[config.mk]
export PLATFORM = sky130hd
export DESIGN_NAME = ext_irq_sense
export DESIGN_NICKNAME = d
export VERILOG_FILES = /design/src/rtl/ext_irq_pkg.sv /design/src/rtl/ext_irq_route.sv /design/src/rtl/ext_irq_detect.sv /design/src/rtl/ext_irq_sense.sv
export SDC_FILE = /design/constraint.sdc
export NUM_CORES = 1
export LEC_CHECK = 0
export CAP_MARGIN = 0
export CORE_ASPECT_RATIO = 1.2
export CORE_MARGIN = 2
export CORE_UTILIZATION = 40
export DETAILED_ROUTE_END_ITERATION = 8
export DONT_BUFFER_PORTS = 1
export PLACE_DENSITY = 0.65
export SYNTH_ARGS = -nofsm -noshare
export SYNTH_HDL_FRONTEND = slang
export SYNTH_SLANG_ARGS = --single-unit
[constraint.sdc]
create_clock -name clk_i -period 2.67 [get_ports clk_i]
set_input_delay 0.4005 -clock clk_i [delete_from_list [all_inputs] [get_ports clk_i]]
set_output_delay 0.4005 -clock clk_i [all_outputs]
set_load 0.03 [all_outputs]
[src/rtl/ext_irq_pkg.sv]
package ext_irq_pkg;
  localparam int unsigned NUM_SRC = 2;

  typedef enum logic [1:0] {
    SENS_FALL_LOW = 2'b00,
    SENS_RISE     = 2'b01,
    SENS_FALL     = 2'b10,
    SENS_BOTH     = 2'b11
  } sens_mode_e;
endpackage

[src/rtl/ext_irq_route.sv]
module ext_irq_route #(
  parameter int unsigned PA_W = 8,
  parameter int unsigned PB_W = 8,
  parameter int unsigned PC_W = 6
) (
  input  logic [PA_W-1:0] pa_i,
  input  logic [PB_W-1:0] pb_i,
  input  logic [PC_W-1:0] pc_i,
  input  logic [PA_W-1:0] pa_en_i,
  input  logic [PB_W-1:0] pb_en_i,
  input  logic [PC_W-1:0] pc_en_i,
  input  logic            route_sel_i,
  output logic [1:0]      all_hi_o,
  output logic [1:0]      any_hi_o
);
  logic a_all, b_all, c_all, a_any, b_any, c_any;

  // disabled pins read 1 for the AND, 0 for the OR
  assign a_all = &(pa_i | ~pa_en_i);
  assign b_all = &(pb_i | ~pb_en_i);
  assign c_all = &(pc_i | ~pc_en_i);
  assign a_any = |(pa_i & pa_en_i);
  assign b_any = |(pb_i & pb_en_i);
  assign c_any = |(pc_i & pc_en_i);

  always_comb begin
    all_hi_o[0] = a_all & (route_sel_i | c_all);
    any_hi_o[0] = a_any | (~route_sel_i & c_any);
    all_hi_o[1] = b_all & (~route_sel_i | c_all);
    any_hi_o[1] = b_any | (route_sel_i & c_any);
  end
endmodule

[src/rtl/ext_irq_detect.sv]
module ext_irq_detect
  import ext_irq_pkg::*;
(
  input  logic       clk_i,
  input  logic       rst_ni,
  input  logic       all_hi_i,
  input  logic       any_hi_i,
  input  logic [1:0] mode_i,
  input  logic       hold_i,
  output logic       irq_o
);
  logic prev_all_q, prev_any_q, irq_q;
  logic fall, rise, hit;

  assign fall = prev_all_q & ~all_hi_i;
  assign rise = ~prev_any_q & any_hi_i;

  always_comb begin
    unique case (sens_mode_e'(mode_i))
      SENS_FALL_LOW: hit = ~all_hi_i;
      SENS_RISE:     hit = rise;
      SENS_FALL:     hit = fall;
      default:       hit = rise | fall;
    endcase
  end

  // history always tracks the live value; hold only masks the request
  always_ff @(posedge clk_i or negedge rst_ni) begin
    if (!rst_ni) begin
      prev_all_q <= 1'b1;
      prev_any_q <= 1'b0;
      irq_q      <= 1'b0;
    end else begin
      prev_all_q <= all_hi_i;
      prev_any_q <= any_hi_i;
      irq_q      <= hit & ~hold_i;
    end
  end

  assign irq_o = irq_q;
endmodule

[src/rtl/ext_irq_sense.sv]
module ext_irq_sense
  import ext_irq_pkg::*;
#(
  parameter int unsigned PA_W = 8,
  parameter int unsigned PB_W = 8,
  parameter int unsigned PC_W = 6
) (
  input  logic            clk_i,
  input  logic            rst_ni,
  input  logic [PA_W-1:0] pa_i,
  input  logic [PB_W-1:0] pb_i,
  input  logic [PC_W-1:0] pc_i,
  input  logic [PA_W-1:0] pa_en_i,
  input  logic [PB_W-1:0] pb_en_i,
  input  logic [PC_W-1:0] pc_en_i,
  input  logic            route_sel_i,
  input  logic            sens_wr_i,
  input  logic [1:0]      sens0_i,
  input  logic [1:0]      sens1_i,
  input  logic            irq_mask_i,
  output logic [1:0]      irq_o
);
  logic [NUM_SRC-1:0][1:0] sens_q, sens_d;
  logic                    route_q, primed_q;
  logic                    wr_ok, hold;
  logic [1:0]              all_hi, any_hi;

  assign sens_d = {sens1_i, sens0_i};
  assign wr_ok  = sens_wr_i & irq_mask_i;
  assign hold   = ~primed_q | (route_sel_i != route_q) | (wr_ok & (sens_d != sens_q));

  always_ff @(posedge clk_i or negedge rst_ni) begin
    if (!rst_ni) begin
      sens_q   <= '0;
      route_q  <= 1'b0;
      primed_q <= 1'b0;
    end else begin
      route_q  <= route_sel_i;
      primed_q <= 1'b1;
      if (wr_ok) sens_q <= sens_d;
    end
  end

  ext_irq_route #(.PA_W(PA_W), .PB_W(PB_W), .PC_W(PC_W)) u_route (
    .pa_i, .pb_i, .pc_i, .pa_en_i, .pb_en_i, .pc_en_i, .route_sel_i,
    .all_hi_o (all_hi),
    .any_hi_o (any_hi)
  );

  for (genvar s = 0; s < NUM_SRC; s++) begin : g_src
    ext_irq_detect u_det (
      .clk_i,
      .rst_ni,
      .all_hi_i (all_hi[s]),
      .any_hi_i (any_hi[s]),
      .mode_i   (sens_q[s]),
      .hold_i   (hold),
      .irq_o    (irq_o[s])
    );
  end
endmodule

==> flow_summary.ini, run 1 <==
[run_status]
status = complete, no violations

[logic_synthesis]
syn_inst = 87
synth_top_area_share_pct = 30.30
ys_ff_latch = 12
syn_avg_cell_area_sq_um = 9.492
yosysMostFrequentCell = inv_1
synth-edff-count = 0
postSynth.asyncResetShare_pct = 100.0
synth_area_sq_um = 825.8
synth_nets = 140
yosysUniqueCellTypes = 24
synthFlopType = dfrtp_1
yosysTopAreaCell = dfrtp_1
synth_common_cells = inv_1 (21), dfrtp_1 (10), a22oi_1 (7), o22ai_1 (7), xnor2_1 (5)
synthTopCellsByArea = dfrtp_1 (30%), inv_1 (9.5%), a2111oi_4 (6.7%)
seq_area_frac_synth_pct = 36.67
ys_warn_count = 0

[clock_tree]
cts_tree = built
cts_sinks = 12
htreeDepth = 1
cts_root_buffer = clkbuf_4
ctsResizeCount = 0
clk_pin_slew_ns = 0.07
clk_path_buf_depth = 2
cts_buffers = 3
clock_latency_ns = 0.26

[sta]
finalWorstSetupSlack_ns = 1.386
rsz0062_at_grt = false
hold_violations = 0
worst_pin_slew_ns = 0.5343
finalClockSkew_ns = 0.005479
fin_crit_sh_pct = 48.11
relSlewSlack_pct = 64.26
fmaxAchievable_ghz = 0.7785
min_period_ns = 1.284
slew_violations = 0
setup_viol = 0
setup-tns-final_ns = 0

[pwr]
peakVddDrop_mv = 0.2413
power.total_w = 0.0003982
power-per-cell-area_nw_per_um2 = 458.6
p_leak_nw = 0.3831

[setup_path]
cp-end-kind = register
cp_max_fo = 2
r2r-start = sens_q[0]
startpoint = pc_en_i[0]
crit_type = in2reg
crit_arrival_ns = 1.43
start_kind = input port
required_ns = 2.82

[placement]
pre_cts_slack_ns = 1.096
port_buffers = 0
dp.cells = 105
hpwl_mm = 1.487
gp_congestion = 0.7505

[global_route]
grt_pass1_vias = 632
grt_max_degree = 13
antenna_found_initial = 0
track_usage_pct = 13.84
grt_first_pass_wirelength_mm = 2.352
grt-ovfl-total = 0

[die]
rows = 18
dieWidth_um = 45.48
core_area_sq_um = 2004
initial_core_util_pct = 41.20
die_area_sq_um = 2445
io_pins = 55
die_height_um = 53.77

[finish]
area_growth_pct = 5.152
fin_cells = 109
diodes = 0
drive_gt1_share_pct = 13.48
final_nets = 144

[hold_path]
min_from = route_sel_i
holdCritPathClass = in2reg

[routing]
via_per_inst = 6.110
ant_nets = 0
vias = 666
drt_iter0_drc = 7
wl_per_cell_um = 15.23
wl_mm = 1.660
drcViolationCount = 0
dr.pass1.iters = 4

[job]
maxCapViolations = 0
-- layout by cell type (no fill, tap or decap) --
master and instances:
a221oi_1 2, nand3_1 1, and3_1 2, mux2_2 4, dfrtp_1 10, o2111ai_1 2
o31ai_1 2, or3_4 1, nand2_1 1, o221ai_1 2, nor2_1 2, a2111oi_4 2
inv_1 21, dlygate4sd3_1 1, clkbuf_4 3, a22o_1 2, nor2b_1 2, o22ai_1 7
nand4b_1 2, a41o_1 1, a21oi_1 4, dfstp_2 2, conb_1 1, xnor2_1 5
a22oi_1 7
-- final cells by class --
class | instances | area, sq um
Fill cell | 200 | 1136
Multi-Input combinational cell | 52 | 429.2
Sequential cell | 12 | 302.8
Inverter | 21 | 78.83
Tap cell | 20 | 25.02
Clock buffer | 3 | 22.52
Timing Repair Buffer | 1 | 10.01
-- final timing paths --
path | slack [ns] | end | cells after the start
max | 1.39 | g_src[1].u_det.irq_o | 5
min | 0.16 | route_q | 0
max reg2reg | 1.39 | g_src[0].u_det.irq_o | 5
min reg2reg | 0.51 | g_src[1].u_det.irq_o | 2
max in group asynchronous | 1.75 | g_src[0].u_det.prev_all_q | 1
min in group asynchronous | 0.55 | sens_q[2] | 1
-- timing repair --
item,4_1_cts,5_1_grt
hold endpoints to repair,12,0
hold buffers,1,0
buffers inserted,0,0
-- critical path, stage by stage --
cell	delay, ns
inv_1	0.03
o22ai_1	0.06
or3_4	0.42
a2111oi_4	0.40
o31ai_1	0.12
-- report_power, final --
part	switching, W	internal [W]
sequential	0.0000167	0.000197
combinational	0.0000351	0.0000441
clock	0.0000528	0.0000521
-- through the flow --
| step | hold slack (ns) | instance area, sq um | utilization (%) |
|---|---|---|---|
| after floorplan | 0.1049 | 825.8 | - |
| after global placement | 0.1053 | 835.8 | 41.70 |
| after detailed placement | 0.1053 | 835.8 | 41.70 |
| after CTS | 0.1489 | 868.3 | 43.32 |
| after global routing | 0.1397 | 868.3 | 43.32 |
| final | 0.1589 | 868.3 | 43.32 |
-- cell families (layout without fill, tap and decap cells) --
family | after synthesis | after routing | synth area share [%]
muxes | 4 | 4 | 5.454
buffers and inverters | 23 | 25 | 11.36
other | 1 | 1 | 0.4541
xor gates and xnor gates | 5 | 5 | 5.303
AOI/OAI and AO/OA | 31 | 31 | 32.27
and+or+nand+nor | 11 | 11 | 8.484
DFF | 12 | 12 | 36.67
-- flip-flops by register name, summed over array words and instances (netlist names) --
| register | count |
|---|---|
| sens_q | 4 |
| g_src.u_det.prev_any_q | 2 |
| primed_q | 1 |
| route_q | 1 |
| g_src.u_det.irq_o | 2 |
| g_src.u_det.prev_all_q | 2 |
-- routing by layer --
layer / track usage, % / vias to the layer above / part of all wire (%)
met5: 0 / - / 0
met4: 10.29 / 0 / 1.6
met3: 3.691 / 2 / 11
met2: 23.71 / 44 / 53
met1: 14.05 / 298 / 34
li1: - / 322 / -
No activity file was read; power rests on OpenSTA's default activity.
==> run 2: changes to the inputs <==
ABC_AREA = 1   (was not set)
clock period = 1.35 ns   (was 2.67 ns; I/O delays follow)
==> flow_summary.ini, run 2 <==
[logic_synthesis]
synth-edff-count = 0
yosysUniqueCellTypes = 23
synth_nets = 209
synth_area_sq_um = 942.2
syn_avg_cell_area_sq_um = 6.039
ys_ff_latch = 12
seq_area_frac_synth_pct = 32.14
synth_common_cells = nand2_1 (68), inv_1 (31), dfrtp_1 (10)
synthFlopType = dfrtp_1
syn_inst = 156
synthTopCellsByArea = nand2_1 (27%), dfrtp_1 (27%), inv_1 (12%)
yosysTopAreaCell = nand2_1
yosysMostFrequentCell = nand2_1
ys_warn_count = 0
synth_top_area_share_pct = 27.09
postSynth.asyncResetShare_pct = 100.0

[global_route]
grt_first_pass_wirelength_mm = 3.339
grt_max_degree = 13
track_usage_pct = 14.89
antenna_found_initial = 0
grt-ovfl-total = 0
grt_pass1_vias = 931

[pwr]
p_sw_w = 0.0002438
p_clk_share_pct = 31.2
p_int_w = 0.0006334
peakVddDrop_mv = 0.3223
seqPwrFrac_pct = 47.7
power-per-cell-area_nw_per_um2 = 858.2
p_leak_nw = 0.6163
combPwrFrac_pct = 21.0
switching_share_pct = 27.79

[sta]
relSlewSlack_pct = 64.34
min_period_ns = 1.196
hold_violations = 0
finalClockSkew_ns = 0.004330
fin_crit_sh_pct = 88.58
fmaxAchievable_ghz = 0.8362
worst_pin_slew_ns = 0.5332
finalWorstSetupSlack_ns = 0.1541
rsz0062_at_grt = false
slew_violations = 0
setup_viol = 0
setup-tns-final_ns = 0

[placement]
port_buffers = 0
hpwl_mm = 1.680
gp_congestion = 0.7333
pre_cts_slack_ns = 0.1442

[die]
die_area_sq_um = 2761
io_pins = 55
dieWidth_um = 48.31
die_height_um = 57.17
initial_core_util_pct = 41.72
rows = 19
core_area_sq_um = 2258

[setup_path]
required_ns = 1.55
crit_type = reg2reg
crit_chain = xor2_1 -> nor2_1 -> nand2_1 -> a21oi_2 -> nand2_1 -> clkinv_1 -> nand2_1 -> nor2_1
timing.critical_path.mode_cell = nand2_1
slowest_stage = dfrtp_1
crit_arrival_ns = 1.40
start_kind = register
max_stage_delay_ns = 0.43
cp_max_fo = 5
cp-end-kind = register

[clock_tree]
ctsHoldBuffers = 2
clock_latency_ns = 0.26
cts_tree = built
ctsResizeCount = 0
clk_pin_slew_ns = 0.07
cts_root_buffer = clkbuf_4
post-cts-setup-buffer-count = 0
cts_sinks = 12
cts_buffers = 3
htreeDepth = 1
clk_path_buf_depth = 2

[routing]
drcViolationCount = 0
dr.pass1.iters = 4
wl_mm = 1.871
vias = 909
via_per_inst = 4.759
wl_per_cell_um = 9.796
drt_iter0_drc = 25
ant_nets = 0

[job]
maxCapViolations = 0

[finish]
num-fill-cells = 232
final_nets = 214
final_common_cell = nand2_1
diodes = 0
area_growth_pct = 8.499
drive_gt1_share_pct = 8.750
largest_reg_flops = 4
regMostFlops = sens_q
final_cell_mix = nand2_1 (68), inv_1 (31), dfrtp_1 (10)

[run_status]
status = complete, no violations

[hold_path]
holdCritPathClass = in2reg
## run 2: cell types whose count changed after synthesis, sizes merged, moves of 3 or more
cell | previous run | this run
nand3 | 1 | 5
nand4 | 0 | 4
o22ai | 7 | 4
nor2 | 2 | 9
inv | 21 | 33
mux2 | 4 | 0
xnor2 | 5 | 0
xor2 | 0 | 4
nand2 | 1 | 71
a22oi | 7 | 0
## run 2: per-stage QoR
| stage | cells | total power [W] | util (%) | instance area (sq um) | hold slack, ns |
|---|---|---|---|---|---|
| finish | 191 | 0.0008772 | 45.26 | 1022 | 0.05620 |
| global route | 191 | 0.0009388 | 45.26 | 1022 | 0.05673 |
| CTS | 191 | 0.0008906 | 45.26 | 1022 | 0.04885 |
| detailed placement | 185 | 0.0006025 | 42.77 | 965.9 | -0.09282 |
| global placement | 185 | 0.0005926 | 42.77 | 965.9 | -0.09284 |
| floorplan | 156 | 0.0005761 | - | 942.2 | -0.09309 |
## run 2: final cells by class
class                      instances  area [sq um]  area share [%]
timing repair buffer               2         20.02           1.958
clock buffer                       4         36.28           3.550
sequential                        12         302.8           29.62
tap                               31         38.79           3.794
inverter                          34         127.6           12.48
multi-input combinational        108         496.7           48.59
## run 2: metal layers
layer  up-vias  wire length [um]  GRT usage [%]
met1       398               746          16.31
li1        472                 -              -
met4         0                23          6.531
met2        35               974          28.17
met5         -                 0              0
met3         4               127          2.618
## run 2: kinds of logic (layout without fill, tap and decap cells)
kind of cell | count (synthesis) | after routing | share of synthesized area [%]
and+or+nand+nor | 91 | 91 | 40.24
buffers and inverters | 36 | 40 | 15.14
AOI/OAI and AO/OA | 12 | 12 | 8.365
DFF | 12 | 12 | 32.14
xor gates and xnor gates | 4 | 4 | 3.718
other | 1 | 1 | 0.3980
## run 2: worst paths after layout
check                                     startpoint                   endpoint  slack (ns)  cells after the start
max                                        sens_q[0]       g_src[0].u_det.irq_o        0.15                      8
min                                       sens0_i[0]                  sens_q[0]        0.06                      2
max reg2reg                                sens_q[0]       g_src[0].u_det.irq_o        0.15                      8
min reg2reg                g_src[1].u_det.prev_any_q       g_src[1].u_det.irq_o        0.53                      3
max in group asynchronous                     rst_ni  g_src[1].u_det.prev_all_q        0.63                      1
min in group asynchronous                     rst_ni       g_src[0].u_det.irq_o        0.35                      1
## run 2: power by group through the flow
stage / logic, W / clock network, W / registers, W
5_1_grt: 0.000218 / 0.000297 / 0.000424
6_report: 0.000184 / 0.000274 / 0.000419
3_5_place_dp: 0.000175 / 0 / 0.000427
4_1_cts: 0.000188 / 0.000283 / 0.000419
3_3_place_gp: 0.000169 / 0 / 0.000424
2_1_floorplan: 0.000164 / 0 / 0.000412
## run 2: critical path: cells and delay by family (launching register included)
family,cells,cell delay (ns)
compound gates,1,0.12
simple gates,5,0.37
flops,1,0.43
xor+xnor,1,0.18
buf+inv,1,0.04
